File: config.mk
export PLATFORM = sky130hd
export DESIGN_NAME = hp_poll_sched
export DESIGN_NICKNAME = d
export VERILOG_FILES = /design/src/rtl/hp_poll_pkg.sv /design/src/rtl/hp_sleep_timer.sv /design/src/rtl/hp_slot_picker.sv /design/src/rtl/hp_poll_sched.sv
export SDC_FILE = /design/constraint.sdc
export NUM_CORES = 1
export LEC_CHECK = 0
export BUFFER_PORTS_ARGS = -buffer_cell sky130_fd_sc_hd__buf_2
export CAP_MARGIN = 20
export CORE_MARGIN = 4
export CORE_UTILIZATION = 54
export CTS_CLUSTER_DIAMETER = 50
export DETAILED_ROUTE_END_ITERATION = 7
export PLACE_DENSITY = 0.84
export SLEW_MARGIN = 20
export SYNTH_ARGS = -nofsm -noshare
export SYNTH_HDL_FRONTEND = slang
export SYNTH_SLANG_ARGS = --single-unit
File: constraint.sdc
create_clock -name clk -period 2.3 [get_ports clk]
set_input_delay 0.115 -clock clk [delete_from_list [all_inputs] [get_ports clk]]
set_output_delay 0.115 -clock clk [all_outputs]
set_load 0.005 [all_outputs]
File: src/rtl/hp_poll_pkg.sv
package hp_poll_pkg;

  typedef enum logic [2:0] {
    ST_LATCH_RD  = 3'd0,  // waiting for the latch byte of a latch pass
    ST_LATCH_DIF = 3'd1,  // issuing per-slot rereads
    ST_SCAN_ALL  = 3'd2,  // full scan request outstanding
    ST_FULL_RD   = 3'd3,  // latch refresh after the full scan
    ST_SLEEP     = 3'd4,  // counting ticks
    ST_HALT      = 3'd5   // polling stopped
  } poll_state_t;

endpackage

File: src/rtl/hp_sleep_timer.sv
module hp_sleep_timer #(
  parameter int TICKS = 4
) (
  input  logic clk,
  input  logic rst,
  input  logic run,
  input  logic tick,
  output logic expire
);

  localparam int CW = (TICKS > 1) ? $clog2(TICKS) : 1;
  localparam logic [CW-1:0] LAST = CW'(TICKS - 1);

  logic [CW-1:0] cnt_q;

  assign expire = run && tick && (cnt_q == LAST);

  always_ff @(posedge clk) begin
    if (rst || !run) begin
      cnt_q <= '0;
    end else if (tick) begin
      cnt_q <= expire ? '0 : cnt_q + 1'b1;
    end
  end

endmodule

File: src/rtl/hp_slot_picker.sv
module hp_slot_picker #(
  parameter int W = 8
) (
  input  logic [W-1:0]         pend,
  output logic                 any,
  output logic [$clog2(W)-1:0] idx,
  output logic [W-1:0]         lowest
);

  localparam int IW = $clog2(W);

  assign any    = |pend;
  assign lowest = pend & (~pend + 1'b1);

  always_comb begin
    idx = '0;
    for (int i = W - 1; i >= 0; i--) begin
      if (pend[i]) idx = IW'(i);
    end
  end

endmodule

File: src/rtl/hp_poll_sched.sv
module hp_poll_sched #(
  parameter int LATCH_W     = 8,
  parameter int FIRST_SLOT  = 1,
  parameter int LAST_SLOT   = 6,
  parameter int SLEEP_TICKS = 4,
  parameter int FULL_RATIO  = 5
) (
  input  logic                       clk,
  input  logic                       rst,
  input  logic                       tick,
  input  logic                       stop,
  output logic                       latch_rd,
  input  logic                       latch_vld,
  input  logic [LATCH_W-1:0]         latch_data,
  output logic                       scan_all_valid,
  input  logic                       scan_all_ready,
  output logic                       slot_valid,
  input  logic                       slot_ready,
  output logic [$clog2(LATCH_W)-1:0] slot_id
);

  import hp_poll_pkg::*;

  localparam int IDW   = $clog2(LATCH_W);
  localparam int CNT_W = $clog2(FULL_RATIO + 1);
  localparam logic [CNT_W-1:0] RATIO_V = CNT_W'(FULL_RATIO);

  // slot range mask, reserved bit 0 and bits outside the range cleared
  logic [LATCH_W-1:0] range_mask;
  for (genvar g = 0; g < LATCH_W; g++) begin : g_mask
    assign range_mask[g] = (g >= FIRST_SLOT) && (g <= LAST_SLOT) && (g != 0);
  end

  poll_state_t        st_q;
  logic [LATCH_W-1:0] latch_q;
  logic [LATCH_W-1:0] pend_q;
  logic [CNT_W-1:0]   pass_q;

  logic               wake;
  logic               pick_any;
  logic [IDW-1:0]     pick_idx;
  logic [LATCH_W-1:0] pick_low;

  hp_sleep_timer #(.TICKS(SLEEP_TICKS)) u_timer (
    .clk    (clk),
    .rst    (rst),
    .run    (st_q == ST_SLEEP),
    .tick   (tick),
    .expire (wake)
  );

  hp_slot_picker #(.W(LATCH_W)) u_pick (
    .pend   (pend_q),
    .any    (pick_any),
    .idx    (pick_idx),
    .lowest (pick_low)
  );

  always_ff @(posedge clk) begin
    if (rst) begin
      st_q    <= ST_LATCH_RD;
      latch_q <= '0;
      pend_q  <= '0;
      pass_q  <= '0;
    end else begin
      unique case (st_q)
        ST_LATCH_RD: begin
          if (latch_vld) begin
            pend_q  <= (latch_q ^ latch_data) & range_mask;
            latch_q <= latch_data;
            st_q    <= ST_LATCH_DIF;
          end
        end
        ST_LATCH_DIF: begin
          if (!pick_any) begin
            pass_q <= pass_q + 1'b1;
            st_q   <= ST_SLEEP;
          end else if (slot_ready) begin
            pend_q <= pend_q & ~pick_low;
          end
        end
        ST_SCAN_ALL: begin
          if (scan_all_ready) st_q <= ST_FULL_RD;
        end
        ST_FULL_RD: begin
          if (latch_vld) begin
            latch_q <= latch_data;
            pass_q  <= pass_q + 1'b1;
            st_q    <= ST_SLEEP;
          end
        end
        ST_SLEEP: begin
          if (wake) begin
            if (stop) begin
              st_q <= ST_HALT;
            end else if (pass_q == RATIO_V) begin
              pass_q <= '0;
              st_q   <= ST_SCAN_ALL;
            end else begin
              st_q <= ST_LATCH_RD;
            end
          end
        end
        ST_HALT: st_q <= ST_HALT;
        default: st_q <= ST_LATCH_RD;
      endcase
    end
  end

  assign latch_rd       = (st_q == ST_LATCH_RD) || (st_q == ST_FULL_RD);
  assign scan_all_valid = (st_q == ST_SCAN_ALL);
  assign slot_valid     = (st_q == ST_LATCH_DIF) && pick_any;
  assign slot_id        = pick_idx;

endmodule

==> impl_results.md <==
- Hold-fix buffers at CTS: 0
- DP HPWL: between 1500 and 2000 µm
- Nets: between 150 and 200
- Slew Limit Fails: 0
- Die X: between 50 and 60 µm
- Synthesized-area fraction occupied by adder cells: 0.03055
- Switching part of the total power: 0.3957
- Clk slew on worst S/H paths: roughly 120 ps
- Power Total: around 1.3 mW
- Post-CTS setup buffers: 0
- H-Tree Depth: 1
- # diodes: 0
- Worst Max-Slew Pin Slew: 633.1 ps
- Hold depth: 3
- Initial Util: 0.5608
- Area grow syn2layout: 8.859%
- Crit end category: flip-flop
- Switch Pwr: roughly 520 µW
- 1st-pass router iterations: 4
- Clock power frac: 0.140
- Largest net degree at the start of global routing: 21
- GR Overflow Total: 0
- Area post-placement: about 1300 µm²
- Placer Congestion: 0.9090
- HP Class: input port to flip-flop
- Longest Clk Path Bufs: 2
- Post-synthesis simple-gate area fraction: 0.2149
- Total CTS buffers: 3
- P_leak: between 0.5 and 0.6 nW
- Critical Path RT: about 2600 ps
- DRC errors left: 0
- Yosys top cell by area: dfxtp_1
- Final Core Density: 0.6105
- Syn Nets: about 160
- Post-Route WL: between 2000 and 3000 µm
- Syn. warnings: 0
- Antenna violations before repair: 0
- Mux contribution to synthesized area: 0.09165
- Post-synthesis sequential area ratio: 0.3422
- Synthesis-stage register bit count: 21
- IO Pins: 21
- Final Hold Viols: 0
- PwrDens: between 900 and 1000 nW/µm²
- Via count: around 1100
- Clock Skew: about 9.1 ps
- ANT nets after route: 0
- Routed len/inst: between 10 and 15 µm
- Setup violators final: 0
- Main synth FF type: dfxtp_1
- Synth Area in Compound Gates: 0.2057
- Peak supply drop: 0.0005030 V
- Mapped Avg Cell Area: around 8.8 µm²
- Post-route cell area: 1338 µm²
- RSZ-0062 raised after global routing: false
- Worst-skew pair later-pin latency: 320 ps
- Clock sinks: 21
- FF-to-FF path depth: 4
- Max_cap viols: 0
- Unique masters post-synth: 43
- Max frequency: about 520 MHz
- Synth Cell Area: roughly 1200 µm²
- PortBufs: 18
- Crit path kind: flip-flop to flip-flop
- Slew Limit Headroom: 0.5771
- Synth top area cells: dfxtp_1 34%, mux2i_1 7.3%, xor2_1 5.0%
- Cell Rows: 17
- Post-CTS Resized: 0
- Synth top cells by count: 21 x dfxtp_1, 13 x nor2_1, 12 x a21oi_1
- Core footprint: about 2200 µm²
- CTS tree: yes
- Final period util: 0.8331
- First-pass GRT wire length: ~4500 µm
- Root Driver: clkbuf_4
- Int Power: about 800 µW
- Tmin final: 1916 ps
- CP Launch Type: flip-flop
- Critical Path AT: 2170 ps
- Largest family of logic cells by synthesized area: simple AND/OR/NAND/NOR gates
- Asr flop ratio synth: 0
- Total GRT Usage: 0.1761
- Via density: 5.839
- Die Ht: 55.70 µm
- Mapped Cells: 140
- Area fraction of the dominant cell type after synthesis: 0.3422
- TNS Setup: 0 ps
- Vias in the first global route: ~1100
- Post-Layout Cell Count: 186
- Count leader, synth: dfxtp_1
- DIE AREA: 3102 µm²
- Share of cells above drive strength 1: 0.2025
- Area share of xor/xnor cells in the synthesized design: 0.04990
- Placed Instances: between 150 and 200
- Status: complete, no violations
- Max FO, Critical Path: 8
- Initial DRC count: 9
- Post-synth EDFFs: 0
- Comb pwr share: 0.474
- Sequential share of power: 0.386
## cell type report
type                       instances  area [µm²]
clock buffer                       4       26.28
multi-input combinational        107       728.2
timing repair buffer              20       105.1
fill                             202       853.3
sequential                        21       420.4
inverter                           6       22.52
tap                               28       35.03
## power by group through the flow
stage | logic, mW | clock network [mW] | registers [mW]
detailed placement | 0.616 | 0 | 0.512
global route | 0.687 | 0.200 | 0.518
finish | 0.620 | 0.184 | 0.505
CTS | 0.620 | 0.185 | 0.503
global placement | 0.591 | 0 | 0.505
floorplan | 0.499 | 0 | 0.485
## kinds of logic after synthesis
family,after synthesis
XOR/XNOR,7
AND/OR/NAND/NOR,48
adder cells (fa/ha/maj),3
flip-flops,21
buffers and inverters,12
AO/OA/AOI/OAI,38
multiplexers,11
## flip-flops by register name (all words and copies together) (netlist names)
| signal | count |
|---|---|
| pass_q | 3 |
| pend_q | 7 |
| u_timer.cnt_q | 2 |
| st_q | 3 |
| latch_q | 6 |
## through the flow
step	hold slack [ps]	setup slack (ps)
final	59.92	383.9
after detailed placement	384.6	420.1
after global placement	377.7	461.0
after CTS	60.13	391.4
after floorplan	262.2	520.8
after global routing	69.70	272.6
## critical path: stages (launching register included)
cell and delay [ps]:
dfxtp_1 360, or4_4 580, o21a_4 250, a221oi_1 420, mux2i_1 240
## routing by layer
layer / GRT usage / routed length [µm] / vias to the layer above
met5: 0 / 0 / -
met4: 0.07292 / 52 / 0
met3: 0.02552 / 82 / 6
met2: 0.3361 / 1357 / 17
met1: 0.1898 / 1115 / 524
li1: - / - / 539
## final timing paths
| check | startpoint | end | slack (ps) |
|---|---|---|---|
| worst min register to register | pass_q[1]$_SDFFE_PP0P_ | pass_q[1]$_SDFFE_PP0P_ | 500 |
| worst max-delay path | pend_q[5]$_SDFFE_PP0P_ | st_q[1]$_SDFFE_PP0P_ | 380 |
| worst min-delay path | latch_data[1] | latch_q[1]$_SDFFE_PP0P_ | 60 |
| worst max register to register | pend_q[5]$_SDFFE_PP0P_ | st_q[1]$_SDFFE_PP0P_ | 380 |
## cell usage in the layout, fill, tap and decap left out, drive strengths merged, types with 3 or more instances in the layout
master,count
a21oi,12
and2,3
and3,3
buf,20
clkbuf,4
dfxtp,21
ha,3
inv,6
mux2i,9
nand2,9
nor2,13
nor3,6
nor3b,3
o21a,4
o21ai,7
or4,3
xor2,7
Power figures use the tool's default switching activity.
